### config.mk
export PLATFORM = sky130hd
export DESIGN_NAME = alu_flag_unit
export DESIGN_NICKNAME = d
export VERILOG_FILES = /design/src/rtl/alu_pkg.sv /design/src/rtl/alu_adder.sv /design/src/rtl/alu_logic.sv /design/src/rtl/alu_flag_gen.sv /design/src/rtl/alu_flag_unit.sv
export SDC_FILE = /design/constraint.sdc
export NUM_CORES = 1
export LEC_CHECK = 0
export BUFFER_PORTS_ARGS = -buffer_cell sky130_fd_sc_hd__buf_2
export CORE_MARGIN = 10
export CORE_UTILIZATION = 30
export DETAILED_ROUTE_END_ITERATION = 16
export PLACE_DENSITY = 0.57
export SYNTH_ARGS = -nofsm -noshare
export SYNTH_HDL_FRONTEND = slang
export SYNTH_HIERARCHICAL = 1
export SYNTH_SLANG_ARGS = --single-unit
export TNS_END_PERCENT = 30
### constraint.sdc
create_clock -name vclk -period 12.7
set_input_delay 0 -clock vclk [all_inputs]
set_output_delay 0 -clock vclk [all_outputs]
set_load 0.05 [all_outputs]
### src/rtl/alu_pkg.sv
package alu_pkg;
  typedef enum logic [3:0] {
    OP_ADD = 4'd0,
    OP_ADC = 4'd1,
    OP_SUB = 4'd2,
    OP_SBC = 4'd3,
    OP_RSB = 4'd4,
    OP_AND = 4'd5,
    OP_ORR = 4'd6,
    OP_EOR = 4'd7,
    OP_BIC = 4'd8,
    OP_ORN = 4'd9
  } alu_op_e;

  function automatic logic is_arith(alu_op_e op);
    return op inside {OP_ADD, OP_ADC, OP_SUB, OP_SBC, OP_RSB};
  endfunction

  function automatic logic is_logic(alu_op_e op);
    return op inside {OP_AND, OP_ORR, OP_EOR, OP_BIC, OP_ORN};
  endfunction
endpackage

### src/rtl/alu_adder.sv
module alu_adder #(
  parameter int W = 32
) (
  input  logic [W-1:0] a_i,
  input  logic [W-1:0] b_i,
  input  logic         cin_i,
  output logic [W-1:0] sum_o,
  output logic         cout_o,
  output logic         ovf_o
);
  logic [W:0] wide;

  always_comb begin
    wide   = {1'b0, a_i} + {1'b0, b_i} + {{W{1'b0}}, cin_i};
    sum_o  = wide[W-1:0];
    cout_o = wide[W];
    // signed overflow: same-sign inputs, differing sign out
    ovf_o  = (a_i[W-1] == b_i[W-1]) && (sum_o[W-1] != a_i[W-1]);
  end

  // an unsigned wrap leaves a sum below the first addend
  always_comb begin
    if (!cin_i && cout_o) p_wrap_r1: assert (sum_o < a_i);
  end
endmodule

### src/rtl/alu_logic.sv
module alu_logic #(
  parameter int W = 32
) (
  input  alu_pkg::alu_op_e op_i,
  input  logic [W-1:0]     a_i,
  input  logic [W-1:0]     b_i,
  output logic [W-1:0]     res_o
);
  import alu_pkg::*;

  always_comb begin
    unique case (op_i)
      OP_AND:  res_o = a_i & b_i;
      OP_ORR:  res_o = a_i | b_i;
      OP_EOR:  res_o = a_i ^ b_i;
      OP_BIC:  res_o = a_i & ~b_i;
      OP_ORN:  res_o = a_i | ~b_i;
      default: res_o = '0;
    endcase
  end

  always_comb begin
    if (op_i == OP_BIC) p_bic_r4: assert ((res_o & b_i) == '0);
    if (op_i == OP_ORN) p_orn_r4: assert ((res_o | b_i) == '1);
    if (op_i == OP_EOR) p_eor_r4: assert ((res_o ^ b_i) == a_i);
  end
endmodule

### src/rtl/alu_flag_gen.sv
module alu_flag_gen #(
  parameter int W = 32
) (
  input  logic         set_i,
  input  logic         arith_i,
  input  logic         logic_i,
  input  logic [W-1:0] val_i,
  input  logic         add_c_i,
  input  logic         add_v_i,
  input  logic         sh_c_i,
  input  logic [3:0]   nzcv_i,
  output logic [3:0]   nzcv_o
);
  logic upd;

  always_comb begin
    upd    = set_i && (arith_i || logic_i);
    nzcv_o = nzcv_i;
    if (upd) begin
      nzcv_o[3] = val_i[W-1];
      nzcv_o[2] = (val_i == '0);
      nzcv_o[1] = arith_i ? add_c_i : sh_c_i;
      nzcv_o[0] = arith_i ? add_v_i : nzcv_i[0];
    end
  end

  always_comb begin
    if (!set_i) p_hold_flags_r7: assert (nzcv_o == nzcv_i);
    if (!arith_i && !logic_i) p_undef_hold_r10: assert (nzcv_o == nzcv_i);
    if (upd && nzcv_o[2]) p_zero_pos_r6: assert (!nzcv_o[3]);
  end
endmodule

### src/rtl/alu_flag_unit.sv
module alu_flag_unit #(
  parameter int W = 32
) (
  input  logic [3:0]   op_i,
  input  logic [W-1:0] rn_i,
  input  logic [W-1:0] op2_i,
  input  logic         set_flags_i,
  input  logic         pc_dest_i,
  input  logic         shift_carry_i,
  input  logic         n_i,
  input  logic         z_i,
  input  logic         c_i,
  input  logic         v_i,
  output logic [W-1:0] result_o,
  output logic         n_o,
  output logic         z_o,
  output logic         c_o,
  output logic         v_o,
  output logic         hi_o
);
  import alu_pkg::*;

  alu_op_e    op;
  logic       arith, lgc;
  logic [W-1:0] add_a, add_b, sum, lres, raw;
  logic       add_cin, add_c, add_v;
  logic [3:0] nzcv_next;

  assign op    = alu_op_e'(op_i);
  assign arith = is_arith(op);
  assign lgc   = is_logic(op);

  always_comb begin
    add_a   = rn_i;
    add_b   = op2_i;
    add_cin = 1'b0;
    unique case (op)
      OP_ADC: add_cin = c_i;
      OP_SUB: begin add_b = ~op2_i; add_cin = 1'b1; end
      OP_SBC: begin add_b = ~op2_i; add_cin = c_i; end
      OP_RSB: begin add_a = op2_i; add_b = ~rn_i; add_cin = 1'b1; end
      default: ;
    endcase
  end

  alu_adder #(.W(W)) u_add (
    .a_i(add_a), .b_i(add_b), .cin_i(add_cin),
    .sum_o(sum), .cout_o(add_c), .ovf_o(add_v)
  );

  alu_logic #(.W(W)) u_log (
    .op_i(op), .a_i(rn_i), .b_i(op2_i), .res_o(lres)
  );

  assign raw      = arith ? sum : (lgc ? lres : '0);
  assign result_o = pc_dest_i ? {raw[W-1:1], 1'b0} : raw;

  alu_flag_gen #(.W(W)) u_flg (
    .set_i(set_flags_i), .arith_i(arith), .logic_i(lgc), .val_i(raw),
    .add_c_i(add_c), .add_v_i(add_v), .sh_c_i(shift_carry_i),
    .nzcv_i({n_i, z_i, c_i, v_i}), .nzcv_o(nzcv_next)
  );

  assign {n_o, z_o, c_o, v_o} = nzcv_next;
  assign hi_o = c_i & ~z_i;

  always_comb begin
    if (pc_dest_i) p_pc_even_r8: assert (result_o[0] == 1'b0);
    if (hi_o) p_hi_r9: assert (c_i && !z_i);
    if (op == OP_SUB && set_flags_i) p_no_borrow_r2: assert (c_o == (rn_i >= op2_i));
    if (!arith && !lgc) p_undef_zero_r10: assert (result_o == '0);
  end
endmodule

# == Word level (Yosys, flattened, before mapping) ==
# Cells that the tools add are included.
# word_totals
word_cells,42
output_inout_bits,37
register_bits,0
inputBits,75
# classes
add_sub_neg,2
n_eq_ne,11
n_mux,10
reduce_logical,10
n_bitwise,9
# op_table
operator,count
32-bit case mux with 5 select lines,1
32-bit two-way mux,3
32-bit AND,2
32-bit inverter,2
32-bit bitwise OR,2
32-bit case mux with 2 select lines,1
32-bit by 32-bit adder with 33-bit output,1
33-bit by 1-bit adder with 33-bit output,1
32-bit logical NOT,1
32-bit XOR,1
"4-bit by 3-bit equality test with 1-bit output, second input constant",4
5-bit nonzero test,2
"4-bit by 2-bit equality test with 1-bit output, second input constant",2
"4-bit equality test, second input constant",2
2-bit OR reduction,3
"4-bit by 1-bit equality test with 1-bit output, second input constant",1
4-bit logical NOT,1
4-bit two-way mux,1
1-bit two-way mux,3
1-bit logical AND,2
1-bit case mux with 2 select lines,1
1-bit AND,1
1-bit equality test,1
1-bit logical OR,1
other kinds (2),2

# == Depth between registers and ports, before layout ==
# logic_depth
depth_word,9
depth_mapped,20
mapped_depth_nobuf,16

# == By module ==
# The synthesis kept the hierarchy.
# by_module_without_submodules
mod,n_inst,area_per_inst_um2,seq_area_each_um2,cells_per_inst
alu_flag_unit,1,1705.4,0.0,200
alu_adder,1,1704.1,0.0,239
alu_logic,1,1586.5,0.0,255
alu_flag_gen,1,162.7,0.0,21

# == Worst setup path after synthesis ==
# No wires, ideal clock.
# synth_timing
kind,in2out
start,input port op_i[3]
end,output port z_o
arrival_ns,4.718
slack_ns,7.982
required_time_ns,12.700
stages,19
n_path_buf,3
cell_sequence,buf_2 or4b_4 and2_1 buf_6 buf_6 a21o_1 fa_1 fa_1 a21o_1 a221oi_1 nor2_1 nor2_2 o2111ai_1 a21boi_0 xnor2_1 a22o_1 nor4_2 nand4_1 o31ai_2
# synth_via
elab_chain_cells,8
elab_cells_between_ends,27
classes_between,2 x add/sub; 9 x eq/ne; 7 x mux; 9 x reduce/logical
# synth_lines
item,line_no,text
from (decl),alu_flag_unit.sv:4,"input logic [3:0] op_i,"
4-bit by 2-bit equality test with 1-bit output,alu_flag_unit.sv:37,unique case (op)
2-bit OR reduction (no line),--,
32-bit case mux with 2 select lines *,alu_flag_unit.sv:37,
named net add_b[0],alu_flag_unit.sv:25,"logic [W-1:0] add_a, add_b, sum, lres, raw;"
32-bit by 32-bit adder with 33-bit output *,alu_adder.sv:14,"wide = {1'b0, a_i} + {1'b0, b_i} + {{W{1'b0}}, cin_i};"
33-bit by 1-bit adder with 33-bit output *,alu_adder.sv:14,
named net sum[20],alu_flag_unit.sv:25,
32-bit two-way mux *,alu_flag_unit.sv:55,assign raw = arith ? sum : (lgc ? lres : '0);
named net raw[20],alu_flag_unit.sv:25,
32-bit logical NOT *,alu_flag_gen.sv:21,nzcv_o[2] = (val_i == '0);
4-bit two-way mux *,alu_flag_gen.sv:19,if (upd) begin
to (decl),alu_flag_unit.sv:16,"output logic z_o,"
# Mark *: on every way through the listed nets, which the timed path passes. The rest lies on a longest branch.

# == Final worst setup path ==
# layout_timing
start,input port op_i[1]
end,output port z_o
# layout_via
elab_chain_cells,8
elab_cells_between_ends,27
classes_between,2 x add/sub; 9 x eq/ne; 7 x mux; 9 x reduce/logical
# layout_lines
item,line_no
4-bit by 2-bit equality test with 1-bit output,alu_flag_unit.sv:37
2-bit OR reduction (no line),--
32-bit case mux with 2 select lines *,alu_flag_unit.sv:37
named net add_b[0],alu_flag_unit.sv:25
32-bit by 32-bit adder with 33-bit output *,alu_adder.sv:14
33-bit by 1-bit adder with 33-bit output *,alu_adder.sv:14
named net sum[20],alu_flag_unit.sv:25
32-bit two-way mux *,alu_flag_unit.sv:55
32-bit logical NOT *,alu_flag_gen.sv:21
4-bit two-way mux *,alu_flag_gen.sv:19
# Marked as above.

==> results.py <==
metrics = {
    "floorplanning": {
        "initial_core_util_pct": 30.9,
        "rows": 47,
        "die-area_mm2": 0.0228,
        "die_y_um": 151,
        "coreArea_mm2": 0.0167,
        "die_x_um": 151,
        "io_pins": 112,
    },
    "sta": {
        "rsz0062_at_grt": "false",
        "worst_pin_slew_ns": 0.913,
        "post-route-min-period_ns": 5.94,
        "hold_viol_final": 0,
        "slew_headroom_pct": 39.2,
        "fmax_mhz": 168,
        "finalSetupViolCount": 0,
        "fin_crit_sh_pct": 46.8,
        "whs_ns": 0.327,
        "slew_violations": 0,
        "tns_ns": 0,
    },
    "global_routing": {
        "antenna_found_initial": 2,
        "grt_pass1_wl_mm": 28.2,
        "grt_use_total_pct": 14.5,
        "first_global_vias": 5330,
        "grt_max_degree": 74,
        "overflow": 0,
    },
    "yosys": {
        "synth_area_per_cell_um2": 7.21,
        "ys_types": 67,
        "ys_seq_area_share_pct": 0,
        "syn_area_mm2": 0.00516,
        "synth_nets": 823,
        "yosys_warnings": 6,
        "syn-instance-count": 715,
    },
    "cells_and_area": {
        "nFlopsAndLatches": 0,
        "nFillCells": 1901,
        "layout_common_cells": "buf_2 (112), o22ai_1 (65), nand2_1 (59), a21oi_1 (59), a21o_1 (48)",
        "clkbuf_count": 0,
        "drive_gt1_share_pct": 22.7,
        "area_delta_synth_final_pct": 6.82,
        "nNetsFinal": 859,
        "layout_commonest_cell": "buf_2",
        "final_core_util_pct": 33.0,
        "seq_area_um2": 0,
        "postLayoutCellArea_mm2": 0.00551,
    },
    "critical_path": {
        "path_class": "primary input to primary output",
        "cp-endpoint": "z_o",
        "required_ns": 12.70,
        "cp-end-kind": "primary output",
        "arrival_ns": 5.94,
        "startpoint": "op_i[1]",
        "start_kind": "primary input",
        "crit_fanout": 73,
    },
    "place": {
        "placed_area_mm2": 0.00551,
        "gp_congestion": 0.874,
        "hpwl_mm": 13.5,
        "io_buffers": 112,
    },
    "job": {
        "maxCapViolCount": 0,
    },
    "routing": {
        "ant_nets": 0,
        "drc_errors": 0,
        "firstDrtPassIters": 5,
        "detail_route.wl_per_cell_um": 18.1,
        "drt_iter0_markers": 266,
        "num_vias": 5576,
        "wl_mm": 17.5,
        "vias_per_cell": 5.74,
    },
    "worst_hold_path": {
        "hold_path_class": "primary input to primary output",
    },
    "status": {
        "outcome": "completed",
    },
    "pwr": {
        "p_per_area_mw_per_mm2": 66.8,
        "total_leakage_power_nw": 2.68,
        "total_power_mw": 0.368,
        "vdd_drop_max_v": 0.0000352,
    },
    "clock_tree": {
        "ctsHoldBuffers": 0,
        "cts_setup_buffers": 0,
        "post_cts_resized": 0,
    },
}
==> cell type report <==
class | count | area, um^2 | share of cell area [%]
multi-input cells | 593 | 4480 | 81.3
inverters | 38 | 143 | 2.59
repair buffers | 118 | 606 | 11.0
diodes | 2 | 5.00 | 0.0908
well taps | 220 | 275 | 5.00
==> Yosys cell counts (6+ instances only) <==
cell type,number,share of area [%]
a21oi_1,59,5.7
o22ai_1,65,7.9
buf_6,12,2.6
clkbuf_1,19,1.4
nor2_1,19,1.4
nor2b_1,6,0.73
o21ai_0,18,1.7
xnor2_1,18,3.1
and3_1,33,4.0
ha_1,31,7.5
xor2_1,11,1.9
buf_2,18,1.7
nand4_1,7,0.85
inv_1,37,2.7
o21a_1,7,1.0
mux2_4,28,8.1
maj3_1,32,6.2
a22o_1,31,5.3
buf_4,32,4.7
mux2_2,6,1.3
a311oi_1,31,5.3
a21o_1,48,7.0
nand3_1,7,0.68
nand2_1,59,4.3
==> cell families after synthesis <==
| family | after synthesis | share of synthesized area, % |
|---|---|---|
| AO/OA/AOI/OAI | 297 | 40.1 |
| AND/OR/NAND/NOR | 167 | 17.5 |
| buffers and inverters | 122 | 13.4 |
| adder cells (fa/ha/maj) | 65 | 14.5 |
| multiplexers | 35 | 9.65 |
| XOR/XNOR | 29 | 4.92 |
==> power breakdown <==
group	leakage (nW)	internal (mW)	switching, mW
sequential	0	0	0
clock	0.0000127	0.0000000211	0
combinational	2.68	0.136	0.233
==> per-layer routing <==
layer	wire length [um]	GRT usage (%)
met3	707	1.34
met4	144	1.25
met5	18	0
met1	8380	19.6
met2	8280	25.2
==> critical path: stages <==
cell,delay [ns]
buf_2,0.09
buf_4,0.34
or4b_4,0.98
and2_1,0.29
buf_4,0.25
a21o_1,0.23
fa_1,0.45
fa_1,0.42
a21o_1,0.22
a221oi_1,0.44
nor2_1,0.16
nor2_2,0.23
o2111ai_1,0.16
a21boi_0,0.26
xnor2_1,0.11
a22o_1,0.24
nor4_2,0.26
nand4_1,0.21
o31ai_2,0.25
buf_2,0.31
==> per-stage QoR <==
stage,setup WS (ns),std cells
floorplan,7.98,715
global placement,6.82,969
detailed placement,6.72,969
CTS,6.73,969
global route,6.34,970
finish,6.76,971
==> worst min-delay path by stage <==
stage,startpoint,endpoint,slack [ns],cells past startpoint
5_1_grt,z_i,hi_o,0.35,3
3_5_place_dp,z_i,hi_o,0.33,3
2_1_floorplan,z_i,hi_o,0.17,1
3_3_place_gp,z_i,hi_o,0.33,3
6_report,z_i,hi_o,0.33,3
4_1_cts,z_i,hi_o,0.33,3
Note: power is estimated with default switching activity, not from simulation.
